File: config.mk
export PLATFORM = sky130hd
export DESIGN_NAME = core_idle_ctrl
export DESIGN_NICKNAME = d
export VERILOG_FILES = /design/src/rtl/core_idle_pkg.sv /design/src/rtl/stop_vote.sv /design/src/rtl/wake_qual.sv /design/src/rtl/core_idle_fsm.sv /design/src/rtl/core_idle_ctrl.sv
export SDC_FILE = /design/constraint.sdc
export NUM_CORES = 1
export LEC_CHECK = 0
export ABC_CLOCK_PERIOD_IN_PS = 1500
export BUFFER_PORTS_ARGS = -buffer_cell sky130_fd_sc_hd__buf_2
export CORE_AREA = 3 3 40 42
export DETAILED_ROUTE_END_ITERATION = 8
export DIE_AREA = 0 0 43 45
export HOLD_SLACK_MARGIN = 0.05
export PLACE_DENSITY = 0.43
export SYNTH_ARGS = -nofsm -noshare
export SYNTH_HDL_FRONTEND = slang
export SYNTH_SLANG_ARGS = --single-unit
File: constraint.sdc
create_clock -name clk -period 1.5 [get_ports clk]
set_clock_uncertainty 0.2 [all_clocks]
set_input_delay 0.15 -clock clk [delete_from_list [all_inputs] [get_ports clk]]
set_output_delay 0.15 -clock clk [all_outputs]
set_load 0.01 [all_outputs]
File: src/rtl/core_idle_pkg.sv
package core_idle_pkg;
  typedef enum logic {
    CORE_RUN  = 1'b0,
    CORE_IDLE = 1'b1
  } core_mode_e;
endpackage

File: src/rtl/stop_vote.sv
// For each core, reports whether every other core is stopped (idle or disabled).
module stop_vote #(
  parameter int NUM_CORES = 2
) (
  input  logic [NUM_CORES-1:0] idle,
  input  logic [NUM_CORES-1:0] dis,
  output logic [NUM_CORES-1:0] others_stopped
);
  logic [NUM_CORES-1:0] stopped;
  assign stopped = idle | dis;

  for (genvar i = 0; i < NUM_CORES; i++) begin : g_vote
    always_comb begin
      others_stopped[i] = 1'b1;
      for (int j = 0; j < NUM_CORES; j++) begin
        if (j != i) others_stopped[i] = others_stopped[i] & stopped[j];
      end
    end
  end
endmodule

File: src/rtl/wake_qual.sv
// Decides which interrupt may release each core.
module wake_qual #(
  parameter int NUM_CORES = 2
) (
  input  logic [NUM_CORES-1:0] nmi,
  input  logic [NUM_CORES-1:0] ext_irq,
  input  logic [NUM_CORES-1:0] others_stopped,
  output logic [NUM_CORES-1:0] wake_ok
);
  for (genvar i = 0; i < NUM_CORES; i++) begin : g_qual
    assign wake_ok[i] = nmi[i] | (ext_irq[i] & ~others_stopped[i]);
  end
endmodule

File: src/rtl/core_idle_fsm.sv
// State of one core: running or idle, with a registered wake pulse.
module core_idle_fsm
  import core_idle_pkg::*;
(
  input  logic clk,
  input  logic rst_n,
  input  logic wait_req,
  input  logic dis,
  input  logic wake_ok,
  output logic idle,
  output logic wake_pulse
);
  core_mode_e mode_q, mode_d;
  logic       pulse_d;

  always_comb begin
    mode_d  = mode_q;
    pulse_d = 1'b0;
    if (dis) begin
      mode_d = CORE_RUN;
    end else begin
      case (mode_q)
        CORE_RUN:  if (wait_req && !wake_ok) mode_d = CORE_IDLE;
        CORE_IDLE: if (wake_ok) begin
          mode_d  = CORE_RUN;
          pulse_d = 1'b1;
        end
        default:   mode_d = CORE_RUN;
      endcase
    end
  end

  always_ff @(posedge clk) begin
    if (!rst_n) begin
      mode_q     <= CORE_RUN;
      wake_pulse <= 1'b0;
    end else begin
      mode_q     <= mode_d;
      wake_pulse <= pulse_d;
    end
  end

  assign idle = (mode_q == CORE_IDLE);
endmodule

File: src/rtl/core_idle_ctrl.sv
module core_idle_ctrl #(
  parameter int NUM_CORES = 2
) (
  input  logic                 clk,
  input  logic                 rst_n,
  input  logic [NUM_CORES-1:0] wait_req,
  input  logic [NUM_CORES-1:0] core_dis,
  input  logic [NUM_CORES-1:0] ext_irq,
  input  logic [NUM_CORES-1:0] nmi,
  output logic [NUM_CORES-1:0] clk_en,
  output logic [NUM_CORES-1:0] halt_ack,
  output logic [NUM_CORES-1:0] wake_pulse,
  output logic [NUM_CORES-1:0] status_halt
);
  logic [NUM_CORES-1:0] idle_vec;
  logic [NUM_CORES-1:0] others_stopped;
  logic [NUM_CORES-1:0] wake_ok;

  stop_vote #(.NUM_CORES(NUM_CORES)) u_vote (
    .idle           (idle_vec),
    .dis            (core_dis),
    .others_stopped (others_stopped)
  );

  wake_qual #(.NUM_CORES(NUM_CORES)) u_qual (
    .nmi            (nmi),
    .ext_irq        (ext_irq),
    .others_stopped (others_stopped),
    .wake_ok        (wake_ok)
  );

  for (genvar i = 0; i < NUM_CORES; i++) begin : g_core
    core_idle_fsm u_fsm (
      .clk        (clk),
      .rst_n      (rst_n),
      .wait_req   (wait_req[i]),
      .dis        (core_dis[i]),
      .wake_ok    (wake_ok[i]),
      .idle       (idle_vec[i]),
      .wake_pulse (wake_pulse[i])
    );
  end

  assign halt_ack    = idle_vec;
  assign clk_en      = ~idle_vec;
  assign status_halt = idle_vec;
endmodule

---- Yosys cells after proc, flatten, opt, wreduce, memory -nomap -nowiden ----
Cells that the tools add are included.
storage, ports and cells
  input port bits ......................... 10
  output and inout port bits .............. 8
  logic and storage cells ................. 31
  flip-flop bits (word level) ............. 4
operators by class
  reductions and logical operators ........ 8
  bitwise operators ....................... 11
  multiplexer cells ....................... 8
operator list
  operator                               count
  1-bit two-way mux                      6
  3-bit OR reduction                     2
  1-bit inverter                         5
  1-bit one-hot mux with 2 select lines  2
  2-bit OR reduction                     2
  1-bit bitwise AND                      2
  1-bit logical AND                      2
  1-bit zero test                        2
  2-bit inverter                         1
  1-bit bitwise OR                       2
  2-bit bitwise OR                       1

---- Logic depth before layout (Yosys ltp) ----
Gate-level depths: netlist of the first run.
  word-level depth ........................ 8
  gate-level depth with buffers ........... 2
  depth with buffers taken out ............ 2

---- Modules after synthesis ----
A second synthesis of the first run with hierarchy kept.
unflattened totals
  cell total of the unflattened synthesis .. 20
  area total of the unflattened synthesis .. 195.2 um^2
modules (own cells, without submodules)
  module          area each (um^2)  times used  cells an instance  sequential area each (um^2)
  core_idle_fsm   68.8              2           5                  40.0
  core_idle_ctrl  22.5              1           4                  0.0
  wake_qual       22.5              1           4                  0.0
  stop_vote       12.5              1           2                  0.0

---- Worst setup path before layout of the first run ----
No wires, ideal clock.
  path kind ............................... register -> register
  start point ............................. reg g_core[1].u_fsm.mode_q
  end point ............................... reg g_core[0].u_fsm.mode_q
  clock period less this slack ............ 1170 ps
  buffers on the path ..................... 0
  library setup time ...................... 118 ps
  arrival time ............................ 852 ps
  data required time ...................... 1182 ps
  path slack .............................. 330 ps
  stages on the path, launching flop included .. 3
  path through ............................ dfxtp_1 -> or3b_4 -> nor4b_2
on the way
  cells in the longest elaborated chain, start to end .. 8
  elaborated cells between the ends (all ways) .. 9
  those cells by class .................... 3 x mux; 4 x bitwise; 2 x reduce/logical
ends and longest elaborated chain
  what                                       RTL line             text
  start, declared                            core_idle_fsm.sv:13  core_mode_e mode_q, mode_d;
  start signal, assigned                     core_idle_fsm.sv:38  mode_q <= mode_d;
  2-bit bitwise OR (*)                       stop_vote.sv:10      assign stopped = idle | dis;
  1-bit inverter (*)                         wake_qual.sv:11      assign wake_ok[i] = nmi[i] | (ext_irq[i] & ~others_stopped[i]);
  1-bit bitwise AND (*)                      wake_qual.sv:11
  1-bit bitwise OR (*)                       wake_qual.sv:11
  1-bit zero test                            core_idle_fsm.sv:23  CORE_RUN: if (wait_req && !wake_ok) mode_d = CORE_IDLE;
  1-bit logical AND                          core_idle_fsm.sv:23
  1-bit two-way mux                          core_idle_fsm.sv:23
  1-bit one-hot mux with 2 select lines (*)  core_idle_fsm.sv:22  case (mode_q)
  end signal, assigned                       core_idle_fsm.sv:38
  end, declared                              core_idle_fsm.sv:13
Mark *: on every way between the ends. The rest lies on a longest branch, timed or not.
A chain may end at the register's enable or synchronous reset.

---- Worst setup path in the final report of the first run ----
  start point ............................. in core_dis[1]
  end point ............................... reg g_core[0].u_fsm.mode_q
on the way
  cells in the longest elaborated chain, start to end .. 8
  elaborated cells between the ends (all ways) .. 9
  those cells by class .................... 3 x mux; 4 x bitwise; 2 x reduce/logical
ends and longest elaborated chain
  what                                       RTL line             text
  start, declared                            core_idle_ctrl.sv:7  input logic [NUM_CORES-1:0] core_dis,
  2-bit bitwise OR (*)                       stop_vote.sv:10
  1-bit inverter (*)                         wake_qual.sv:11
  1-bit bitwise AND (*)                      wake_qual.sv:11
  1-bit bitwise OR (*)                       wake_qual.sv:11
  1-bit zero test                            core_idle_fsm.sv:23
  1-bit logical AND                          core_idle_fsm.sv:23
  1-bit two-way mux                          core_idle_fsm.sv:23
  1-bit one-hot mux with 2 select lines (*)  core_idle_fsm.sv:22
Marked as above.

==> results_dict.tcl, run 1 <==
set metrics [dict create \
    hold_violations 0 \
    grt_pass1_vias 223 \
    syn-num-nets 34 \
    p_leak_uw 0.000189 \
    final_cell_area_um2 380 \
    nNetsFinal 57 \
    wl_um 572 \
    grt_setup_unrepaired "no" \
    clock_path_buffers 2 \
    area_delta_synth_final_pct 66.1 \
    crit_end "g_core[0].u_fsm.idle" \
    fill_cells 140 \
    cp-end-kind "flip-flop" \
    yosysWarningCount 0 \
    tightest_slew_ps 184 \
    ys_seq_elements 4 \
    cp.required_ps 1420 \
    synth_area_um2 229 \
    power.density_nw_per_um2 757 \
    relSlewSlack_pct 87.7 \
    post_dp_cell_area_um2 288 \
    switching_share_pct 20.5 \
    setup_tns_ps 0 \
    maxSlewViolCount 0 \
    max_freq_mhz 686 \
    cp-start-kind "input pin" \
    p_comb_share_pct 16.9 \
    drc 0 \
    rows 13 \
    r2r_start "g_core[1].u_fsm.idle" \
    min_path_type "in2reg" \
    vias 235 \
    place_congestion 0.605 \
    grt_use_total_pct 6.83 \
    vdd_drop_max_mv 0.402 \
    pin_count 18 \
    r2r_cells 2 \
    final_common_cell "buf_2" \
    synth-simple-area-share_pct 26.2 \
    yosys.area_share.adder_pct 0 \
    setup_violations 0 \
    wl_per_cell_um 9.53 \
    grt_pass1_wl_um 903 \
    htree_levels 1 \
    min_period_over_period_pct 97.1 \
    max-cap-violations 0 \
    synth_area_leaders "dfxtp_1 35%, buf_4 20%, inv_1 6.6%" \
    reg2reg_slack_ps 290 \
    cts_sinks 4 \
    worstPathMaxFanout 3 \
    worstPathArrival_ps 1370 \
    die_x_um 43 \
    seq_power_share_pct 38.3 \
    antenna_left 0 \
    synth.area.mux_share_pct 0 \
    intPower_uw 229 \
    post-synth-top-area-cell "dfxtp_1" \
    core_area_um2 1280 \
    globalRouteOverflowTotal 0 \
    layout_common_cells "17 x buf_2, 7 x dlygate4sd3_1, 4 x inv_1, 4 x dfxtp_1, 3 x clkbuf_4" \
    layout-drive-gt1-share_pct 51.1 \
    dieArea_um2 1940 \
    clock_latency_ps 230 \
    seq_area_frac_synth_pct 35.0 \
    synth_top_family_by_area "simple AND/OR/NAND/NOR gates" \
    critPathLaunch "core_dis[1]" \
    die_h_um 45 \
    final_util_pct 29.6 \
    r2r-end "g_core[0].u_fsm.idle" \
    antenna_found_initial 0 \
    grt_max_degree 7 \
    synth_compound_area_share_pct 12.6 \
    cts_tree "done" \
    synth_cell_types 13 \
    drtPass1Iterations 4 \
    antennaDiodeCount 0 \
    synth-xor-area-share_pct 0 \
    hpwlAfterDp_um 439 \
    path_class "in2reg" \
    start_util_pct 17.8 \
    drtIter0Drc 3 \
    numCtsBuffers 3 \
    status "finished, final reports clean" \
    vias_per_cell 3.92 \
    syn_avg_cell_area_um2 9.54 \
    p_clk_share_pct 44.8 \
    synth_top_area_share_pct 35.0 \
    clock-root-buffer "clkbuf_4" \
    p_sw_uw 59.0 \
    port_buffers 17 \
    synthCells 24 \
    path_clk_slew_ps 40 \
    period_minus_slack_ps 1460 \
]
==> cell usage after synthesis <==
master	number
o2111a_1	1
or3b_4	1
or3b_1	1
inv_1	4
buf_4	6
nand2b_1	1
nor4b_2	1
nor2_1	1
nand3b_1	1
a21oi_1	1
a211oi_2	1
and2b_1	1
dfxtp_1	4
==> critical path, stage by stage <==
cell	delay [ps]
dlygate4sd3_1	540
buf_2	130
or3b_4	390
nor4b_2	160
==> through the flow <==
| step | hold slack, ps | instances | worst slack (ps) | total power, uW |
|---|---|---|---|---|
| 2_1_floorplan | 21.4 | 24 | 330 | 132 |
| 3_3_place_gp | 150 | 50 | 281 | 147 |
| 3_5_place_dp | 147 | 50 | 264 | 147 |
| 4_1_cts | 90.8 | 60 | 34.9 | 300 |
| 5_1_grt | 131 | 60 | 20.2 | 307 |
| 6_report | 104 | 60 | 42.8 | 288 |
==> how the worst min path moves through the flow <==
| stage | startpoint | end | slack (ps) | depth (start not counted) |
|---|---|---|---|---|
| floorplan | nmi[0] | g_core[0].u_fsm.idle | 20 | 1 |
| global placement | nmi[0] | g_core[0].u_fsm.idle | 150 | 2 |
| detailed placement | nmi[0] | g_core[0].u_fsm.idle | 150 | 2 |
| CTS | ext_irq[1] | g_core[1].u_fsm.wake_pulse | 90 | 3 |
| global route | ext_irq[1] | g_core[1].u_fsm.wake_pulse | 130 | 3 |
| finish | ext_irq[1] | g_core[1].u_fsm.wake_pulse | 100 | 3 |
==> cell type report <==
class / instances / area [um^2] / area share [%]
timing repair buffer: 24 / 155 / 40.8
multi-input combinational: 10 / 88.8 / 23.4
sequential: 4 / 80.1 / 21.1
clock buffer: 3 / 22.5 / 5.92
tap: 15 / 18.8 / 4.93
inverter: 4 / 15.0 / 3.95
==> routing by layer <==
| layer | global-route usage, % | vias up | wire length, um |
|---|---|---|---|
| li1 | - | 118 | - |
| met1 | 6.76 | 105 | 217 |
| met2 | 10.8 | 10 | 300 |
| met3 | 4.78 | 2 | 38 |
| met4 | 3.61 | 0 | 16 |
| met5 | 0 | - | 0 |
==> flip-flops by register name (all words and copies together) (netlist names) <==
| name | flops |
|---|---|
| g_core.u_fsm.wake_pulse | 2 |
| g_core.u_fsm.idle | 2 |
==> kinds of logic (layout without fill, tap and decap cells) <==
kind of cell | after synthesis | count (layout)
compound gates | 3 | 3
buf+inv | 10 | 31
flops | 4 | 4
simple gates | 7 | 7
==> power by group through the flow <==
stage	sequential, uW	clock (uW)	combinational [uW]
6_report	110	129	48.6
5_1_grt	111	143	53.6
4_1_cts	110	141	48.7
3_5_place_dp	112	0	34.5
3_3_place_gp	112	0	35.2
2_1_floorplan	112	0	19.8
==> timing repair <==
action                                 CTS  global route
setup endpoints to repair                0             1
resized for setup                        0             0
setup buffers                            0             0
endpoints found under the hold margin    4             0
hold buffers                             7             0
No activity file was read; power rests on OpenSTA's default activity.
==> run 2: changes to the inputs <==
Settings changed: ABC_CLOCK_PERIOD_IN_PS 1500 to 1850, CORE_AREA 3 3 40 42 to 2 2 39 41, DIE_AREA 0 0 43 45 to 0 0 41 43.
Clock period 1.5 ns to 1.85 ns, I/O delays scaled along.
==> run 2 against run 1 <==
- die area is 8.9% lower
- sequential power is 19% lower
- worst setup slack improved by 110 ps
- highest routed layer is now met3
- hold slack got worse by 41 ps
- global-route usage grew 0.98 points
- design area is 7.6% lower
- utilization is 4.2 points lower
- via count shrank 8.5%
- first-iteration DRC count fell by 67%
- flip-flop and latch count unchanged
- critical path depth down 1
- combinational power is 32% lower
==> results_dict.tcl, run 2 (synthesized netlist as in run 1, its figures left out) <==
set metrics [dict create \
    hpwlAfterDp_um 383 \
    grt_setup_unrepaired "no" \
    core_area_um2 1380 \
    place_ws_ps 630 \
    cp.required_ps 1830 \
    p_leak_uw 0.000179 \
    finalWorstSetupSlack_ps 152 \
    worstPathMaxFanout 5 \
    wl_per_cell_um 8.71 \
    numCtsBuffers 3 \
    path_cells "or3b_1 -> a21oi_1 -> dlygate4sd3_1" \
    die_h_um 43 \
    grt_pass1_wl_um 800 \
    dieArea_um2 1760 \
    clock_path_buffers 2 \
    nNetsFinal 54 \
    reg2reg_slack_ps 150 \
    vias_per_cell 3.71 \
    power.density_nw_per_um2 656 \
    worstPathArrival_ps 1670 \
    grt_use_total_pct 7.82 \
    layout_common_cells "17 x buf_2, 4 x inv_1, 4 x dfxtp_1, 4 x dlygate4sd3_1, 3 x clkbuf_4" \
    min_period_over_period_pct 91.8 \
    antenna_found_initial 0 \
    hold_violations 0 \
    cp-end-kind "flip-flop" \
    slowest_delay_ps 550 \
    post_dp_cell_area_um2 289 \
    setup_tns_ps 0 \
    setup_violations 0 \
    final_cell_area_um2 352 \
    r2r_cells 3 \
    cts_sinks 4 \
    cts_resized 0 \
    hold-path-cell-count 3 \
    layout-drive-gt1-share_pct 54.8 \
    area_delta_synth_final_pct 53.6 \
    status "finished, final reports clean" \
    wl_um 505 \
    r2r_start "g_core[0].u_fsm.idle" \
    maxSlewViolCount 0 \
    place_congestion 0.707 \
    pin_count 18 \
    power.total_uw 231 \
    max_freq_mhz 589 \
    clock-root-buffer "clkbuf_4" \
    antennaDiodeCount 0 \
    min_path_type "in2reg" \
    r2r-end "g_core[1].u_fsm.wake_pulse" \
    clock_latency_ps 240 \
    rows 14 \
    final_common_cell "buf_2" \
    period_minus_slack_ps 1700 \
    vdd_drop_max_mv 0.205 \
    drtPass1Iterations 2 \
    relSlewSlack_pct 88.5 \
    port_buffers 17 \
    path_class "reg2reg" \
    drc 0 \
    hold_path_end "g_core[0].u_fsm.idle" \
    grt_pass1_vias 193 \
    grt_max_degree 7 \
    die_x_um 41 \
    htree_levels 1 \
    start_util_pct 16.5 \
    globalRouteOverflowTotal 0 \
    cts_tree "done" \
    tightest_slew_ps 173 \
    path_clk_slew_ps 40 \
    vias 215 \
    cp-start-kind "flip-flop" \
    antenna_left 0 \
    max-cap-violations 0 \
    cp_slowest_cell "dlygate4sd3_1" \
    drtIter0Drc 1 \
    min-delay-start "wait_req[0]" \
]
run 2: worst max-delay path by stage:
| stage | start | endpoint | slack (ps) | cells past startpoint |
|---|---|---|---|---|
| floorplan | g_core[1].u_fsm.idle | g_core[0].u_fsm.idle | 680 | 2 |
| global placement | g_core[1].u_fsm.idle | g_core[0].u_fsm.wake_pulse | 640 | 2 |
| detailed placement | g_core[1].u_fsm.idle | g_core[0].u_fsm.wake_pulse | 630 | 2 |
| CTS | g_core[0].u_fsm.idle | g_core[1].u_fsm.wake_pulse | 170 | 3 |
| global route | g_core[0].u_fsm.idle | g_core[1].u_fsm.wake_pulse | 90 | 3 |
| finish | g_core[0].u_fsm.idle | g_core[1].u_fsm.wake_pulse | 150 | 3 |
run 2: critical path, delay by kind of cell, from the launching register on:
kind	cells	cell delay, ps
AO/OA/AOI/OAI	1	150
buffers and inverters	1	550
flip-flops	1	320
AND/OR/NAND/NOR	1	410
run 2: metrics by stage:
stage / hold WS (ps) / util (%) / cells
after floorplan: 56.4 / - / 24
final: 62.3 / 25.4 / 58
after detailed placement: 183 / 20.9 / 51
after global routing: 73.4 / 25.4 / 58
after CTS: 52.8 / 25.4 / 58
after global placement: 186 / 20.9 / 51
run 2: final cells by class:
class	count	area (um^2)
fillers	154	1030
repair buffers	21	125
multi-input cells	10	88.8
flip-flops and latches	4	80.1
clock buffers	3	22.5
well taps	16	20.0
inverters	4	15.0
run 2: timing repair:
item                                   CTS  global route
hold buffers                             4             0
buffers inserted                         0             0
endpoints found under the hold margin    4             0
run 2: routing by layer:
layer	vias to the layer above	GRT usage [%]	wire [um]
met2	19	10.0	188
met4	0	6.00	0
met5	-	0	0
met3	0	7.85	96
met1	86	7.03	219
li1	110	-	-
run 2: power by group:
part | internal, uW | switching (uW)
logic | 19.8 | 13.1
registers | 88.2 | 1.32
clock network | 72.5 | 35.6
total | 181 | 50.1
==> run 3: changes to the inputs <==
Settings changed: PLACE_DENSITY 0.43 to 0.41, SYNTH_HIERARCHICAL from default to 1.
==> run 3 against run 2 <==
- critical endpoint is now g_core[1].u_fsm/idle
- critical path type unchanged
- critical path depth rose by 2
- non-clock buffer count did not move
- clock power barely moved
- maximum frequency fell by 2.3%
- synthesized cell count fell by 17%
- design area fell by 0.71%
- global-route usage fell by 0.69 points
- die area did not move
- final cell count did not move
- combinational power rose by 1%
- flip-flop and latch count did not move
==> results_dict.tcl, run 3 <==
set metrics [dict create \
    status "finished, final reports clean" \
    drtIter0Drc 4 \
    seq_area_frac_synth_pct 41.0 \
    p_leak_uw 0.000191 \
    antenna_left 0 \
    drc 0 \
    die_x_um 41 \
    path_cells "or2_1 -> inv_1 -> a21o_1 -> nor4b_2 -> dlygate4sd3_1" \
    cp-start-kind "flip-flop" \
    cp_slowest_cell "dlygate4sd3_1" \
    tightest_slew_ps 191 \
    fill_cells 159 \
    nNetsFinal 54 \
    critical_path_buf_inv_count 2 \
    setup_tns_ps 0 \
    grt_use_total_pct 7.13 \
    grt_setup_unrepaired "no" \
    vias_per_cell 3.81 \
    layout_common_cells "17 x buf_2, 4 x inv_1, 4 x dlygate4sd3_1" \
    min_path_type "in2reg" \
    dr_wl_met3_um 58 \
    die_h_um 43 \
    hold_violations 0 \
    path_class "reg2reg" \
    synth_cell_types 8 \
    highest_layer "met3" \
    critical-path-top-delay-family "buffers and inverters" \
    clock-root-buffer "clkbuf_4" \
    rows 14 \
    globalRouteOverflowTotal 0 \
    p_sw_uw 50.2 \
    vdd_drop_max_mv 0.151 \
    yosysWarningCount 6 \
    setup_violations 0 \
    clock_latency_ps 230 \
    period_minus_slack_ps 1740 \
    post_cts_buffers 0 \
    grt_pass1_wl_um 765 \
    grt_pass1_vias 219 \
    worstPathArrival_ps 1710 \
    htree_levels 1 \
    antennaDiodeCount 0 \
    vias 221 \
    synthArstFlopShare_pct 0 \
    wl_per_cell_um 8.67 \
    cts_sinks 4 \
    synth_area_um2 195 \
    max-cap-violations 0 \
    start_util_pct 14.1 \
    layout-drive-gt1-share_pct 54.8 \
    p_comb_share_pct 14.5 \
    slowest_delay_ps 560 \
    final_common_cell "buf_2" \
    post-synth-top-area-cell "dfxtp_1" \
    synth_flop_cell "dfxtp_1" \
    ys_seq_elements 4 \
    port_buffers 17 \
    cp.required_ps 1830 \
    switching_share_pct 21.7 \
    hpwlAfterDp_um 390 \
    wl_met2_um 250 \
    drtPass1Iterations 4 \
    dieArea_um2 1760 \
    relSlewSlack_pct 87.2 \
    post_dp_cell_area_um2 285 \
    met1_length_um 193 \
    final_cell_area_um2 349 \
    grt_max_degree 7 \
    intPower_uw 181 \
    syn-num-nets 30 \
    clock_path_buffers 2 \
    min_period_over_period_pct 94.0 \
    cp-end-kind "flip-flop" \
    synth_area_leaders "dfxtp_1 41%, nor4b_2 15%, and4b_1 10%" \
    path_clk_slew_ps 40 \
    core_area_um2 1380 \
    ys_top_cells_by_count "4 x dfxtp_1, 4 x inv_1" \
    place_congestion 0.623 \
    area_delta_synth_final_pct 78.8 \
    antenna_found_initial 0 \
    seq_power_share_pct 38.9 \
    wl_um 503 \
    cts_tree "done" \
    pin_count 18 \
    numCtsBuffers 3 \
    worstPathMaxFanout 6 \
    syn_avg_cell_area_um2 9.76 \
    synth_top_area_share_pct 41.0 \
    max_freq_mhz 575 \
    maxSlewViolCount 0 \
    synth-edff-count 0 \
    p_clk_share_pct 46.7 \
    power.density_nw_per_um2 662 \
    synthCells 20 \
]
==> run 3: cell types whose count changed after synthesis, moves of 2 or more <==
| cell | delta |
|---|---|
| buf_4 | -4 |
| a21o_1 | +2 |
| and4b_1 | +2 |
| or2_1 | +2 |
==> run 3: per-stage QoR <==
step	hold WS, ps	utilization [%]	power, uW	instances	setup WS [ps]
floorplan	56.4	-	105	20	617
global placement	181	20.6	119	51	582
detailed placement	189	20.6	119	51	580
CTS	50.2	25.1	238	58	42.9
global route	58.8	25.2	247	58	13.7
finish	54.4	25.2	231	58	112
==> run 3: metal layers <==
layer / vias to the layer above / global-route usage, %
met5: - / 0
met4: 0 / 10.0
met3: 0 / 1.57
met2: 14 / 10.0
met1: 99 / 6.75
li1: 108 / -
==> run 3: layout make-up <==
type / instances / area [um^2] / share of cell area [%]
repair buffers: 21 / 125 / 35.8
flip-flops and latches: 4 / 81.3 / 23.3
inverters: 4 / 15.0 / 4.30
clock buffers: 3 / 22.5 / 6.45
well taps: 16 / 20.0 / 5.73
multi-input cells: 10 / 85.1 / 24.4
==> run 3: final timing paths <==
kind / endpoint / cells past startpoint / slack [ps] / start
max: g_core[1].u_fsm/idle / 5 / 110 / g_core[0].u_fsm/idle
min: g_core[0].u_fsm/idle / 3 / 50 / ext_irq[0]
max reg2reg: g_core[1].u_fsm/idle / 5 / 110 / g_core[0].u_fsm/idle
min reg2reg: g_core[0].u_fsm/wake_pulse / 1 / 380 / g_core[0].u_fsm/idle
==> run 3: power by group through the flow <==
stage,Sequential (uW),Clock [uW],Combinational (uW)
detailed placement,91.1,0,28.3
CTS,89.8,114,33.9
global route,90.0,120,37.1
finish,89.8,108,33.4
floorplan,91.4,0,13.1
global placement,91.1,0,27.9
==> run 3: cell families after synthesis <==
kind of cell,synth area share (%)
AND/OR/NAND/NOR,35.9
buffers and inverters,15.4
flip-flops,41.0
AO/OA/AOI/OAI,7.69
==> run 3: what timing repair did <==
item	4_1_cts	5_1_grt
hold buffers	4	0
gates resized for setup	0	1
hold endpoints to repair	2	0
endpoints found under the setup margin	0	1
==> run 3: worst reg2reg max path: stages (launching register included) <==
cell	delay, ps
dfxtp_2	360
or2_1	110
inv_1	30
a21o_1	190
nor4b_2	230
dlygate4sd3_1	560
